--- src/rtl/relock_pkg.sv ---
package relock_pkg;

  typedef enum logic [3:0] {
    ST_IDLE,
    ST_WAIT_IDLE,
    ST_SR_ENTER,
    ST_CLK_REQ,
    ST_CLK_DROP,
    ST_LOCK,
    ST_SR_EXIT,
    ST_FINISH
  } relock_state_e;

  // Value loaded into the settle counter so that it reaches zero
  // after exactly 'cycles' cycles of counting.
  function automatic int unsigned lock_reload(int unsigned cycles);
    return (cycles == 0) ? 0 : cycles - 1;
  endfunction

endpackage

--- src/rtl/relock_wait_timer.sv ---
module relock_wait_timer #(
  parameter int unsigned CYCLES = 9000,
  parameter int unsigned CW     = 14
) (
  input  logic clk,
  input  logic rst_n,
  input  logic load_i,
  input  logic run_i,
  output logic zero_o
);
  localparam logic [CW-1:0] RELOAD = CW'(relock_pkg::lock_reload(CYCLES));

  logic [CW-1:0] cnt_q;

  always_ff @(posedge clk or negedge rst_n) begin
    if (!rst_n)                       cnt_q <= '0;
    else if (load_i)                  cnt_q <= RELOAD;
    else if (run_i && cnt_q != '0)    cnt_q <= cnt_q - 1'b1;
  end

  assign zero_o = (cnt_q == '0);

  // a load followed by a count never leaves the counter above the reload value
  assert_count_bound_R4: assert property (@(posedge clk) disable iff (!rst_n)
    (run_i && !load_i) |=> (cnt_q <= RELOAD));

endmodule

--- src/rtl/relock_opt_reg.sv ---
module relock_opt_reg (
  input  logic clk,
  input  logic rst_n,
  input  logic capture_i,
  input  logic keep_i,
  input  logic freq_i,
  input  logic ddr3_i,
  output logic keep_o,
  output logic freq_o,
  output logic ddr3_o
);
  always_ff @(posedge clk or negedge rst_n) begin
    if (!rst_n) begin
      keep_o <= 1'b0;
      freq_o <= 1'b0;
      ddr3_o <= 1'b0;
    end else if (capture_i) begin
      keep_o <= keep_i;
      freq_o <= freq_i;
      ddr3_o <= ddr3_i;
    end
  end
endmodule

--- src/rtl/dclk_relock_seq.sv ---
module dclk_relock_seq #(
  parameter int unsigned LOCK_CYCLES = 9000
) (
  input  logic clk,
  input  logic rst_n,
  input  logic start_i,
  input  logic keep_i,
  input  logic freq_change_i,
  input  logic ddr3_i,
  input  logic ctrl_idle_i,
  input  logic sr_ack_i,
  input  logic clkgen_ack_i,
  output logic dll_rst_o,
  output logic sr_req_o,
  output logic clkgen_req_o,
  output logic zq_long_o,
  output logic busy_o,
  output logic done_o
);
  import relock_pkg::*;

  localparam int unsigned CW = (LOCK_CYCLES > 2) ? $clog2(LOCK_CYCLES) : 1;

  relock_state_e state_q, state_d;
  logic keep_q, freq_q, ddr3_q;

  // Named internal events
  logic start_accept;
  logic lock_load;
  logic lock_expired;
  logic sr_exit_seen;
  logic in_clk_phase;

  assign start_accept = (state_q == ST_IDLE) && start_i;
  assign lock_load    = (state_q == ST_CLK_DROP) && !clkgen_ack_i;
  assign sr_exit_seen = (state_q == ST_SR_EXIT) && !sr_ack_i;
  assign in_clk_phase = (state_q == ST_CLK_REQ) || (state_q == ST_CLK_DROP)
                     || (state_q == ST_LOCK);

  relock_opt_reg u_opts (
    .clk       (clk),
    .rst_n     (rst_n),
    .capture_i (start_accept),
    .keep_i    (keep_i),
    .freq_i    (freq_change_i),
    .ddr3_i    (ddr3_i),
    .keep_o    (keep_q),
    .freq_o    (freq_q),
    .ddr3_o    (ddr3_q)
  );

  relock_wait_timer #(
    .CYCLES (LOCK_CYCLES),
    .CW     (CW)
  ) u_timer (
    .clk    (clk),
    .rst_n  (rst_n),
    .load_i (lock_load),
    .run_i  (state_q == ST_LOCK),
    .zero_o (lock_expired)
  );

  always_comb begin
    state_d = state_q;
    unique case (state_q)
      ST_IDLE:      if (start_i) state_d = keep_i ? ST_WAIT_IDLE
                                         : (freq_change_i ? ST_CLK_REQ : ST_FINISH);
      ST_WAIT_IDLE: if (ctrl_idle_i)   state_d = ST_SR_ENTER;
      ST_SR_ENTER:  if (sr_ack_i)      state_d = freq_q ? ST_CLK_REQ : ST_SR_EXIT;
      ST_CLK_REQ:   if (clkgen_ack_i)  state_d = ST_CLK_DROP;
      ST_CLK_DROP:  if (!clkgen_ack_i) state_d = ST_LOCK;
      ST_LOCK:      if (lock_expired)  state_d = keep_q ? ST_SR_EXIT : ST_FINISH;
      ST_SR_EXIT:   if (sr_exit_seen)  state_d = ST_FINISH;
      ST_FINISH:                       state_d = ST_IDLE;
      default:                         state_d = ST_IDLE;
    endcase
  end

  always_ff @(posedge clk or negedge rst_n) begin
    if (!rst_n) state_q <= ST_IDLE;
    else        state_q <= state_d;
  end

  assign dll_rst_o    = (state_q == ST_CLK_REQ) || (state_q == ST_CLK_DROP);
  assign clkgen_req_o = (state_q == ST_CLK_REQ);
  assign sr_req_o     = (state_q == ST_SR_ENTER) || (keep_q && in_clk_phase);
  assign done_o       = (state_q == ST_FINISH);
  assign zq_long_o    = (state_q == ST_FINISH) && keep_q && ddr3_q;
  assign busy_o       = (state_q != ST_IDLE);

  // a clock request only exists while the DLL is held in reset
  assert_clkreq_in_dllrst_R2: assert property (@(posedge clk) disable iff (!rst_n)
    clkgen_req_o |-> dll_rst_o);

  // DLL reset is released only after the acknowledge was seen low
  assert_dll_release_R3: assert property (@(posedge clk) disable iff (!rst_n)
    $fell(dll_rst_o) |-> $past(!clkgen_ack_i));

  // with self-refresh requested, DLL reset starts only after the acknowledge
  assert_sr_before_dll_R5: assert property (@(posedge clk) disable iff (!rst_n)
    ($rose(dll_rst_o) && sr_req_o) |-> $past(sr_ack_i));

  // completion of a preserving run follows a low self-refresh acknowledge
  assert_done_after_sr_exit_R6: assert property (@(posedge clk) disable iff (!rst_n)
    (done_o && keep_q) |-> $past(!sr_ack_i));

  // the ZQ request only accompanies completion
  assert_zq_with_done_R9: assert property (@(posedge clk) disable iff (!rst_n)
    zq_long_o |-> done_o);

  // completion is a single-cycle pulse
  assert_done_pulse_R11: assert property (@(posedge clk) disable iff (!rst_n)
    done_o |=> !done_o);

endmodule

--- config.mk ---
export PLATFORM = sky130hd
export DESIGN_NAME = dclk_relock_seq
export DESIGN_NICKNAME = d
export VERILOG_FILES = /design/src/rtl/relock_pkg.sv /design/src/rtl/relock_wait_timer.sv /design/src/rtl/relock_opt_reg.sv /design/src/rtl/dclk_relock_seq.sv
export SDC_FILE = /design/constraint.sdc
export NUM_CORES = 1
export LEC_CHECK = 0
export ABC_AREA = 1
export BUFFER_PORTS_ARGS = -buffer_cell sky130_fd_sc_hd__clkbuf_2
export CORE_ASPECT_RATIO = 0.9
export CORE_UTILIZATION = 45
export DETAILED_ROUTE_END_ITERATION = 16
export GPL_ROUTABILITY_DRIVEN = 1
export PLACE_DENSITY = 0.6
export SLEW_MARGIN = 20
export SYNTH_ARGS = -nofsm -noshare
export SYNTH_HDL_FRONTEND = slang
export SYNTH_HIERARCHICAL = 1
export SYNTH_SLANG_ARGS = --single-unit
--- constraint.sdc ---
create_clock -name clk -period 5.5 [get_ports clk]
set_clock_uncertainty 0.2 [all_clocks]
set_input_delay 0.825 -clock clk [delete_from_list [all_inputs] [get_ports clk]]
set_output_delay 0.825 -clock clk [all_outputs]
set_load 0.005 [all_outputs]
==> results of run 1 <==
-- cells in the mapped netlist, types with 2 or more instances --
| library cell | instances |
|---|---|
| a21oi_1 | 2 |
| dfrtp_1 | 20 |
| inv_1 | 25 |
| inv_2 | 3 |
| nand2_1 | 76 |
| nand2_2 | 5 |
| nand2_4 | 3 |
| nand3_1 | 18 |
| nand4_1 | 10 |
| nor2_1 | 27 |
| nor2_2 | 2 |
| nor2_4 | 6 |
| o21ai_0 | 2 |
| o21ai_1 | 2 |
| o21bai_1 | 2 |
| xor2_1 | 2 |
-- flip-flops by register name, summed over array words and instances, names as in the netlist --
signal and flops:
state_q 3, u_opts/ddr3_o 1, u_timer/cnt_q 14, u_opts/freq_o 1, u_opts/keep_o 1
-- per-layer routing --
layer / global-route usage / part of all wire
met1: 0.350 / 0.55
met3: 0.0279 / 0.025
met2: 0.295 / 0.42
met5: 0 / 0
met4: 0.0444 / 0.0054
-- logic make-up (layout without fill, tap and decap cells) --
family | after synthesis | in the layout | share of synthesized area
and+or+nand+nor | 152 | 152 | 0.499
buffers and inverters | 32 | 46 | 0.0950
DFF | 20 | 20 | 0.349
AOI/OAI and AO/OA | 9 | 9 | 0.0366
xor gates and xnor gates | 2 | 2 | 0.0122
adders and majority gates | 1 | 1 | 0.00872
-- how the worst min path moves through the flow --
stage               slack, ns     startpoint  cells past startpoint                end
detailed placement       0.26  u_opts/ddr3_o                      2      u_opts/ddr3_o
finish                   0.28          rst_n                      1  u_timer/cnt_q[13]
global placement         0.25  u_opts/ddr3_o                      2      u_opts/ddr3_o
CTS                      0.28          rst_n                      1  u_timer/cnt_q[13]
floorplan                0.23  u_opts/ddr3_o                      2      u_opts/ddr3_o
global route             0.32          rst_n                      1  u_timer/cnt_q[13]
-- area by class of cell --
type,instances,share of cell area
Sequential cell,20,0.321
Clock buffer,3,0.0145
Multi-Input combinational cell,164,0.512
Timing Repair Buffer,14,0.0450
Tap cell,42,0.0337
Inverter,29,0.0731
-- critical path: stages, from the launching register on --
cell      delay, ns
dfrtp_1        0.57
inv_2          0.14
nor2_2         0.34
nor2_1         0.11
o21ai_1        0.14
clkbuf_2       0.13
-- where the power goes --
part	total (mW)	switching, mW	internal (mW)
clock	0.0686	0.0431	0.0254
sequential	0.286	0.0791	0.207
combinational	0.455	0.292	0.163
total	0.809	0.414	0.395
-- stage by stage --
step / cell area (um^2) / power [mW] / instances / hold slack, ns
floorplan: 1440 / 0.642 / 216 / 0.235
global placement: 1540 / 0.736 / 269 / 0.254
detailed placement: 1540 / 0.742 / 269 / 0.263
CTS: 1560 / 0.816 / 272 / 0.285
global route: 1560 / 0.906 / 272 / 0.317
finish: 1560 / 0.809 / 272 / 0.278
-- layout by cell type, fill, tap and decap left out --
cell type   n
a21oi_1     2
and3_1      1
clkbuf_2   14
clkbuf_4    3
clkinv_4    1
dfrtp_1    20
ha_1        1
inv_1      25
inv_2       3
nand2_1    76
nand2_2     5
nand2_4     3
nand3_1    18
nand3b_1    1
nand4_1    10
nor2_1     27
nor2_2      2
nor2_4      6
nor3_1      1
o21a_1      1
o21ai_0     2
o21ai_1     2
o21bai_1    2
or2_0       1
or2_2       1
xor2_1      2
==> results.json, run 1 <==
{
  "status": "completed",
  "crit_type": "reg2out",
  "clock-root-buffer": "clkbuf_4",
  "drv_cap": 0,
  "final.setup.worst_slack_ns": 2.76,
  "syn-num-nets": 226,
  "grt_max_degree": 21,
  "htreeDepth": 1,
  "io_pins": 15,
  "io_buffer_count": 14,
  "drtIter0Drc": 41,
  "viasPerCell": 4.83,
  "postSynthCellCount": 216,
  "ys_types": 27,
  "synth_area_leaders": "dfrtp_1 (35%), nand2_1 (20%), nor2_1 (7.1%), inv_1 (6.5%), nand3_1 (6.3%)",
  "nFillCells": 333,
  "overflow": 0,
  "ant_nets": 0,
  "nets": 242,
  "diodes": 0,
  "die-area_mm2": 0.00342,
  "place_hpwl_um": 2420,
  "drt_first_pass_iters": 4,
  "seqCellArea_um2": 500,
  "core_region_area_mm2": 0.00304,
  "ctsLongestPathBuffers": 2,
  "r2r_slack_ns": 3.31,
  "required_ns": 4.47,
  "maxSlewHeadroom": 0.658,
  "drc": 0,
  "grtUsageTotal": 0.213,
  "cts.clk_slew.worst_paths_ns": 0.11,
  "period_minus_slack_ns": 2.74,
  "fp.dieW_um": 61.5,
  "area_growth_pct": 8.54,
  "yosys_warnings": 6,
  "multi_input_comb_area_um2": 798,
  "clkSinkCount": 20,
  "cp-end-kind": "primary output",
  "synthesis.area_mm2": 0.00144,
  "core.rowCount": 19,
  "yosys.area.top_type": "dfrtp_1",
  "synthFlopType": "dfrtp_1",
  "drive_above_1_share": 0.165,
  "fin_tns_setup_ns": 0,
  "peakVddDrop_mv": 0.221,
  "critPathLaunchType": "register",
  "final_core_util": 0.512,
  "syn_area_per_cell_um2": 6.64,
  "grt_pass1_wl_um": 5510,
  "rr_startpoint": "state_q[0]",
  "final.period_utilization": 0.498,
  "cts_tree": "done",
  "grt_pass1_vias": 1210,
  "cts_buffers": 3,
  "routedWlPerCell_um": 11.5,
  "max_freq_mhz": 365,
  "drv_slew": 0,
  "post_cts_buffers": 0,
  "synthArstFlopShare": 1.00,
  "wirelength_um": 3120,
  "pre_cts_ws_ns": 3.09,
  "setup_violations": 0,
  "antenna_found_initial": 0,
  "r2r_cells": 8,
  "clk-insertion-delay-late_ns": 0.29,
  "vias": 1314,
  "synth_edf_count": 0,
  "ys_ff_latch": 20,
  "hp-class": "in2async",
  "finalHoldViolCount": 0,
  "routabilityCongestion": 0.945,
  "arrival_ns": 1.71,
  "p_leak_nw": 0.850,
  "yosysSeqAreaShare": 0.349,
  "rsz0062_at_grt": "false",
  "startpoint": "state_q[2]",
  "crit_path_end": "sr_req_o",
  "worstPathMaxFanout": 10,
  "initial_core_util": 0.472,
  "cts_resized": 0,
  "timing.rr.end": "u_timer/cnt_q[6]",
  "yosysTopAreaCellShare": 0.349,
  "die_h_um": 55.6,
  "ctsHoldBuffers": 0,
  "power.density_mw_per_mm2": 519,
  "tightestPinTransition_ns": 0.512
}
No activity file was read; power rests on OpenSTA's default activity.
==> inputs of run 2 (changes only) <==
--- a/config.mk
+++ b/config.mk
@@ -5,7 +5,7 @@
 export SDC_FILE = /design/constraint.sdc
 export NUM_CORES = 1
 export LEC_CHECK = 0
-export ABC_AREA = 1
+export ABC_AREA = 0
 export BUFFER_PORTS_ARGS = -buffer_cell sky130_fd_sc_hd__clkbuf_2
 export CORE_ASPECT_RATIO = 0.9
 export CORE_UTILIZATION = 45
==> constraint.sdc (replaced) <==
create_clock -name clk -period 2.7 [get_ports clk]
set_clock_uncertainty 0.2 [all_clocks]
set_input_delay 0.405 -clock clk [delete_from_list [all_inputs] [get_ports clk]]
set_output_delay 0.405 -clock clk [all_outputs]
set_load 0.005 [all_outputs]
==> results.json, run 2 <==
{
  "cp-end-kind": "register",
  "total_power_mw": 1.24,
  "cts_buffers": 3,
  "overflow": 0,
  "seqCellArea_um2": 500,
  "cp_top_family": "simple AND/OR/NAND/NOR gates",
  "final_common_cell": "dfrtp_1",
  "grt_pass1_vias": 1104,
  "routedWlPerCell_um": 14.0,
  "pre_cts_ws_ns": 0.186,
  "yosysSeqAreaShare": 0.388,
  "power.density_mw_per_mm2": 840,
  "placed_area_mm2": 0.00143,
  "max_freq_mhz": 398,
  "status": "completed",
  "clk-insertion-delay-late_ns": 0.30,
  "r2r_slack_ns": 0.18,
  "yosysMostFrequentCell": "dfrtp_1",
  "place_hpwl_um": 2120,
  "vias": 1105,
  "worst-path-buf-inv": 1,
  "peakVddDrop_mv": 0.414,
  "critPathLaunchType": "register",
  "drt_first_pass_iters": 4,
  "routabilityCongestion": 0.861,
  "syn_area_per_cell_um2": 9.29,
  "clkSinkCount": 20,
  "p_switching_uw": 485,
  "p_int_uw": 758,
  "final_core_util": 0.543,
  "period_minus_slack_ns": 2.52,
  "clockPowerShare": 0.140,
  "regMostFlops": "u_timer/cnt_q",
  "diodes": 0,
  "drtIter0Drc": 43,
  "dpl.cell_count": 194,
  "cts_tree": "done",
  "drc": 0,
  "timing.rr.end": "state_q[2]",
  "holdCritStartpoint": "ddr3_i",
  "synthArstFlopShare": 1.00,
  "crit_type": "reg2reg",
  "finalHoldViolCount": 0,
  "worstPathMaxFanout": 4,
  "area_growth_pct": 14.6,
  "fin_tns_setup_ns": 0,
  "yosys.area.top_type": "dfrtp_1",
  "setup_violations": 0,
  "ys_ff_latch": 20,
  "grt_max_degree": 21,
  "yosysTopAreaCellShare": 0.388,
  "final.period_utilization": 0.932,
  "rsz0062_at_grt": "false",
  "viasPerCell": 5.55,
  "maxSlewHeadroom": 0.654,
  "final_cell_mix": "dfrtp_1 (20), clkbuf_2 (14), nor2_1 (10)",
  "htreeDepth": 1,
  "synth_edf_count": 0,
  "ctsLongestPathBuffers": 2,
  "nets": 170,
  "holdPathStages": 2,
  "yosys_warnings": 6,
  "drv_cap": 0,
  "p_leak_nw": 0.614,
  "largest_reg_flops": 14,
  "nFillCells": 257,
  "reg_top3": "u_timer/cnt_q (14), state_q (3)",
  "antenna_found_initial": 0,
  "synthFlopType": "dfrtp_1",
  "ys_types": 45,
  "seq_power_share": 0.371,
  "clock-root-buffer": "clkbuf_4",
  "core_region_area_mm2": 0.00273,
  "fp.dieW_um": 58.5,
  "grtUsageTotal": 0.218,
  "cpMaxStageDelayCell": "or3b_2",
  "drive_above_1_share": 0.239,
  "final.setup.worst_slack_ns": 0.185,
  "multi_input_comb_area_um2": 719,
  "whs_endpoint": "u_opts/ddr3_o",
  "io_pins": 15,
  "cts.clk_slew.worst_paths_ns": 0.11,
  "synth_area_leaders": "dfrtp_1 (39%), a21oi_1 (3.5%), o21ai_0 (3.5%), or4_1 (3.5%), nor2_1 (2.9%)",
  "arrival_ns": 2.51,
  "die_h_um": 52.8,
  "hold_slack_ns": 0.133,
  "initial_core_util": 0.474,
  "p_comb_frac": 0.489,
  "slowest_delay_ns": 0.49,
  "core.rowCount": 18,
  "io_buffer_count": 14,
  "rr_startpoint": "u_timer/cnt_q[0]",
  "ant_nets": 0,
  "final_area_mm2": 0.00148,
  "r2r_cells": 7,
  "stdcell_count": 199,
  "die-area_mm2": 0.00309,
  "drv_slew": 0,
  "tightestPinTransition_ns": 0.518,
  "crit_chain": "inv_1 > ha_1 > or3b_2 > nor4_2 > a21oi_1 > a211o_4 > mux2_4",
  "postSynthCellCount": 139,
  "syn-num-nets": 149,
  "synthesis.area_mm2": 0.00129,
  "grt_pass1_wl_um": 5030,
  "wirelength_um": 2790,
  "synthTopCellsByCount": "dfrtp_1 (20), nor2_1 (10), a21oi_1 (9), inv_1 (9), o21ai_0 (9)",
  "required_ns": 2.70,
  "hp-class": "in2reg",
  "p_sw_frac": 0.390
}
## run 2: cell count changes after synthesis, moves of 6 or more
cell / change
nor2_4: -6
nor2_1: -17
or4_1: +6
nand3_1: -14
a21oi_1: +7
nand2_1: -68
nand4_1: -9
o21ai_0: +7
inv_1: -16
## run 2: repair_timing
action                                  in CTS  in global routing
hold endpoints to repair                    20                  0
resized for setup                            0                  0
endpoints found under the setup margin       0                  0
setup buffers                                0                  0
hold buffers                                 1                  0
## run 2: per-layer routing
| metal | track usage | wire [um] | vias to the layer above |
|---|---|---|---|
| li1 | - | - | 557 |
| met1 | 0.319 | 1460 | 521 |
| met2 | 0.335 | 1200 | 25 |
| met3 | 0.0519 | 109 | 2 |
| met4 | 0.0238 | 13 | 0 |
| met5 | 0 | 0 | - |
## run 2: worst max-delay path by stage
stage / slack (ns) / to / cells after the start / from
2_1_floorplan: 0.32 / state_q[2] / 7 / u_timer/cnt_q[0]
5_1_grt: 0.05 / state_q[2] / 7 / u_timer/cnt_q[0]
4_1_cts: 0.16 / state_q[2] / 7 / u_timer/cnt_q[0]
3_5_place_dp: 0.19 / state_q[2] / 7 / u_timer/cnt_q[0]
6_report: 0.18 / state_q[2] / 7 / u_timer/cnt_q[0]
3_3_place_gp: 0.25 / state_q[2] / 7 / u_timer/cnt_q[0]
## run 2: cells by family after synthesis
group	after synthesis	synth area share
adder cells (fa/ha/maj)	1	0.00969
multiplexers	7	0.0630
AND/OR/NAND/NOR	60	0.293
buffers and inverters	16	0.0552
flip-flops	20	0.388
XOR/XNOR	4	0.0271
AO/OA/AOI/OAI	31	0.165
## run 2: power by group through the flow
stage / logic (mW) / registers, mW / clock network [mW]
3_3_place_gp: 0.592 / 0.463 / 0
2_1_floorplan: 0.454 / 0.453 / 0
4_1_cts: 0.614 / 0.460 / 0.182
5_1_grt: 0.696 / 0.474 / 0.194
3_5_place_dp: 0.609 / 0.468 / 0
6_report: 0.608 / 0.461 / 0.174
## run 2: layout make-up
type	count	share of cell area
timing repair buffer	23	0.0947
tap	40	0.0338
sequential	20	0.338
clock buffer	4	0.0245
multi-input combinational	103	0.486
inverter	9	0.0228
==> inputs of run 3 (changes only) <==
--- a/config.mk
+++ b/config.mk
@@ -15,5 +15,4 @@
 export SLEW_MARGIN = 20
 export SYNTH_ARGS = -nofsm -noshare
 export SYNTH_HDL_FRONTEND = slang
-export SYNTH_HIERARCHICAL = 1
 export SYNTH_SLANG_ARGS = --single-unit
==> results.json, run 3 <==
{
  "crit_chain": "and3_1 > and3_1 > clkbuf_2",
  "yosys_warnings": 0,
  "synthFlopType": "dfrtp_1",
  "clock-root-buffer": "clkbuf_4",
  "hold_slack_ns": 0.115,
  "p_sw_frac": 0.432,
  "stdcell_count": 195,
  "ctsHoldBuffers": 1,
  "initial_core_util": 0.475,
  "synth_edf_count": 0,
  "clkSinkCount": 20,
  "routabilityCongestion": 0.808,
  "post_cts_buffers": 0,
  "routedWlPerCell_um": 14.3,
  "final_area_mm2": 0.00144,
  "seq_power_share": 0.491,
  "synth_area_leaders": "dfrtp_1 (38%), nor2_1 (4.3%), mux2i_1 (3.8%), a21oi_1 (3.4%), nand2_1 (3.1%)",
  "cpMaxStageDelayCell": "dfrtp_1",
  "antenna_found_initial": 0,
  "finalHoldViolCount": 0,
  "yosysSeqAreaShare": 0.381,
  "p_switching_uw": 552,
  "dpl.cell_count": 190,
  "drv_slew": 0,
  "cts_tree": "done",
  "hp-class": "in2reg",
  "fin_tns_setup_ns": 0,
  "nets": 166,
  "grtUsageTotal": 0.204,
  "rsz0062_at_grt": "false",
  "final_cell_mix": "dfrtp_1 (20), nor2_1 (15), clkbuf_2 (14)",
  "period_minus_slack_ns": 2.22,
  "status": "completed",
  "grt_max_degree": 23,
  "final.period_utilization": 0.822,
  "drt_first_pass_iters": 4,
  "ys_ff_latch": 20,
  "drc": 0,
  "critPathLaunchType": "register",
  "postSynthCellCount": 143,
  "ctsLongestPathBuffers": 2,
  "p_comb_frac": 0.370,
  "overflow": 0,
  "setup_violations": 0,
  "drive_above_1_share": 0.194,
  "r2r_cells": 4,
  "max_freq_mhz": 451,
  "viasPerCell": 5.68,
  "place_hpwl_um": 2050,
  "holdCritStartpoint": "ddr3_i",
  "grt_pass1_wl_um": 4740,
  "p_int_uw": 727,
  "yosysTopAreaCellShare": 0.381,
  "r2r_slack_ns": 0.62,
  "crit_type": "reg2out",
  "area_growth_pct": 9.42,
  "syn-num-nets": 153,
  "cp_num_cells": 3,
  "syn_area_per_cell_um2": 9.20,
  "maxSlewHeadroom": 0.532,
  "fp.dieW_um": 59.0,
  "tightestPinTransition_ns": 0.700,
  "drtIter0Drc": 74,
  "die_h_um": 53.3,
  "core.rowCount": 18,
  "io_pins": 15,
  "synthTopCellsByCount": "dfrtp_1 (20), nor2_1 (15), nand2_1 (11)",
  "worst-path-buf-inv": 1,
  "placed_area_mm2": 0.00139,
  "ant_nets": 0,
  "wirelength_um": 2790,
  "cts_resized": 0,
  "htreeDepth": 1,
  "die-area_mm2": 0.00314,
  "cts.clk_slew.worst_paths_ns": 0.12,
  "rr_startpoint": "state_q[2]",
  "p_leak_nw": 0.601,
  "final_common_cell": "dfrtp_1",
  "yosys.area.top_type": "dfrtp_1",
  "power.density_mw_per_mm2": 889,
  "synthesis.area_mm2": 0.00132,
  "io_buffer_count": 14,
  "cpMostUsedCell": "and3_1",
  "holdPathStages": 2,
  "drv_cap": 0,
  "timing.rr.end": "u_timer.cnt_q[13]",
  "vias": 1108,
  "slowest_delay_ns": 0.75,
  "reg_top3": "u_timer.cnt_q (14), state_q (3)",
  "clockPowerShare": 0.139,
  "cp-end-kind": "primary output",
  "final_core_util": 0.519,
  "synthArstFlopShare": 1.00,
  "grt_pass1_vias": 1001,
  "worstPathMaxFanout": 22,
  "whs_endpoint": "u_opts.ddr3_o",
  "regMostFlops": "u_timer.cnt_q",
  "required_ns": 2.10,
  "diodes": 0,
  "largest_reg_flops": 14,
  "clk-insertion-delay-late_ns": 0.31,
  "cp_top_family": "flip-flops",
  "yosysMostFrequentCell": "dfrtp_1",
  "ys_types": 43,
  "peakVddDrop_mv": 0.599,
  "cts_buffers": 3,
  "arrival_ns": 1.61,
  "core_region_area_mm2": 0.00277
}
==> run 3: changes by cell type after synthesis, sizes merged, moves of 4 or more <==
cell / delta
inv: -4
mux2i: +4
mux2: -4
a211oi: +4
nor3: +5
nor2: +5
or4: -5
==> run 3: power groups by stage <==
| stage | Sequential [mW] | Clock, mW | Combinational, mW |
|---|---|---|---|
| floorplan | 0.501 | 0 | 0.484 |
| detailed placement | 0.628 | 0 | 0.478 |
| global route | 0.652 | 0.197 | 0.546 |
| CTS | 0.621 | 0.184 | 0.481 |
| global placement | 0.619 | 0 | 0.471 |
| finish | 0.628 | 0.178 | 0.473 |
==> run 3: worst max path at each step <==
stage | start | to
floorplan | u_timer.cnt_q[12] | u_timer.cnt_q[2]
global placement | state_q[2] | u_timer.cnt_q[13]
detailed placement | state_q[2] | u_timer.cnt_q[13]
CTS | state_q[0] | zq_long_o
global route | state_q[0] | dll_rst_o
finish | state_q[0] | zq_long_o
==> run 3: metal layers <==
metal  vias up  GRT usage  part of all wire
met1       539      0.293              0.53
li1        556          -                 -
met5         -          0                 0
met3         2     0.0513             0.028
met2        11      0.311              0.44
met4         0     0.0357            0.0054
==> run 3: cell families (layout without fill, tap and decap cells) <==
kind of cell    Yosys count  in the layout  synth area share
mux                       8              8            0.0723
flops                    20             20             0.381
compound gates           31             31             0.147
buf+inv                  13             25            0.0523
fa+ha+maj                 1              1           0.00951
simple gates             69             69             0.332
xor+xnor                  1              1           0.00666
==> run 3: cell type report <==
type / count / area (um^2)
multi-input cells: 110 / 746
inverters: 5 / 18.8
repair buffers: 16 / 87.6
well taps: 40 / 50.0
fillers: 267 / 1330
clock buffers: 4 / 36.3
flip-flops and latches: 20 / 500
==> run 3: through the flow <==
stage	setup slack, ns	power, mW
after floorplan	0.911	0.985
after global placement	0.683	1.09
after detailed placement	0.632	1.11
after CTS	0.485	1.29
after global routing	0.337	1.39
final	0.480	1.28
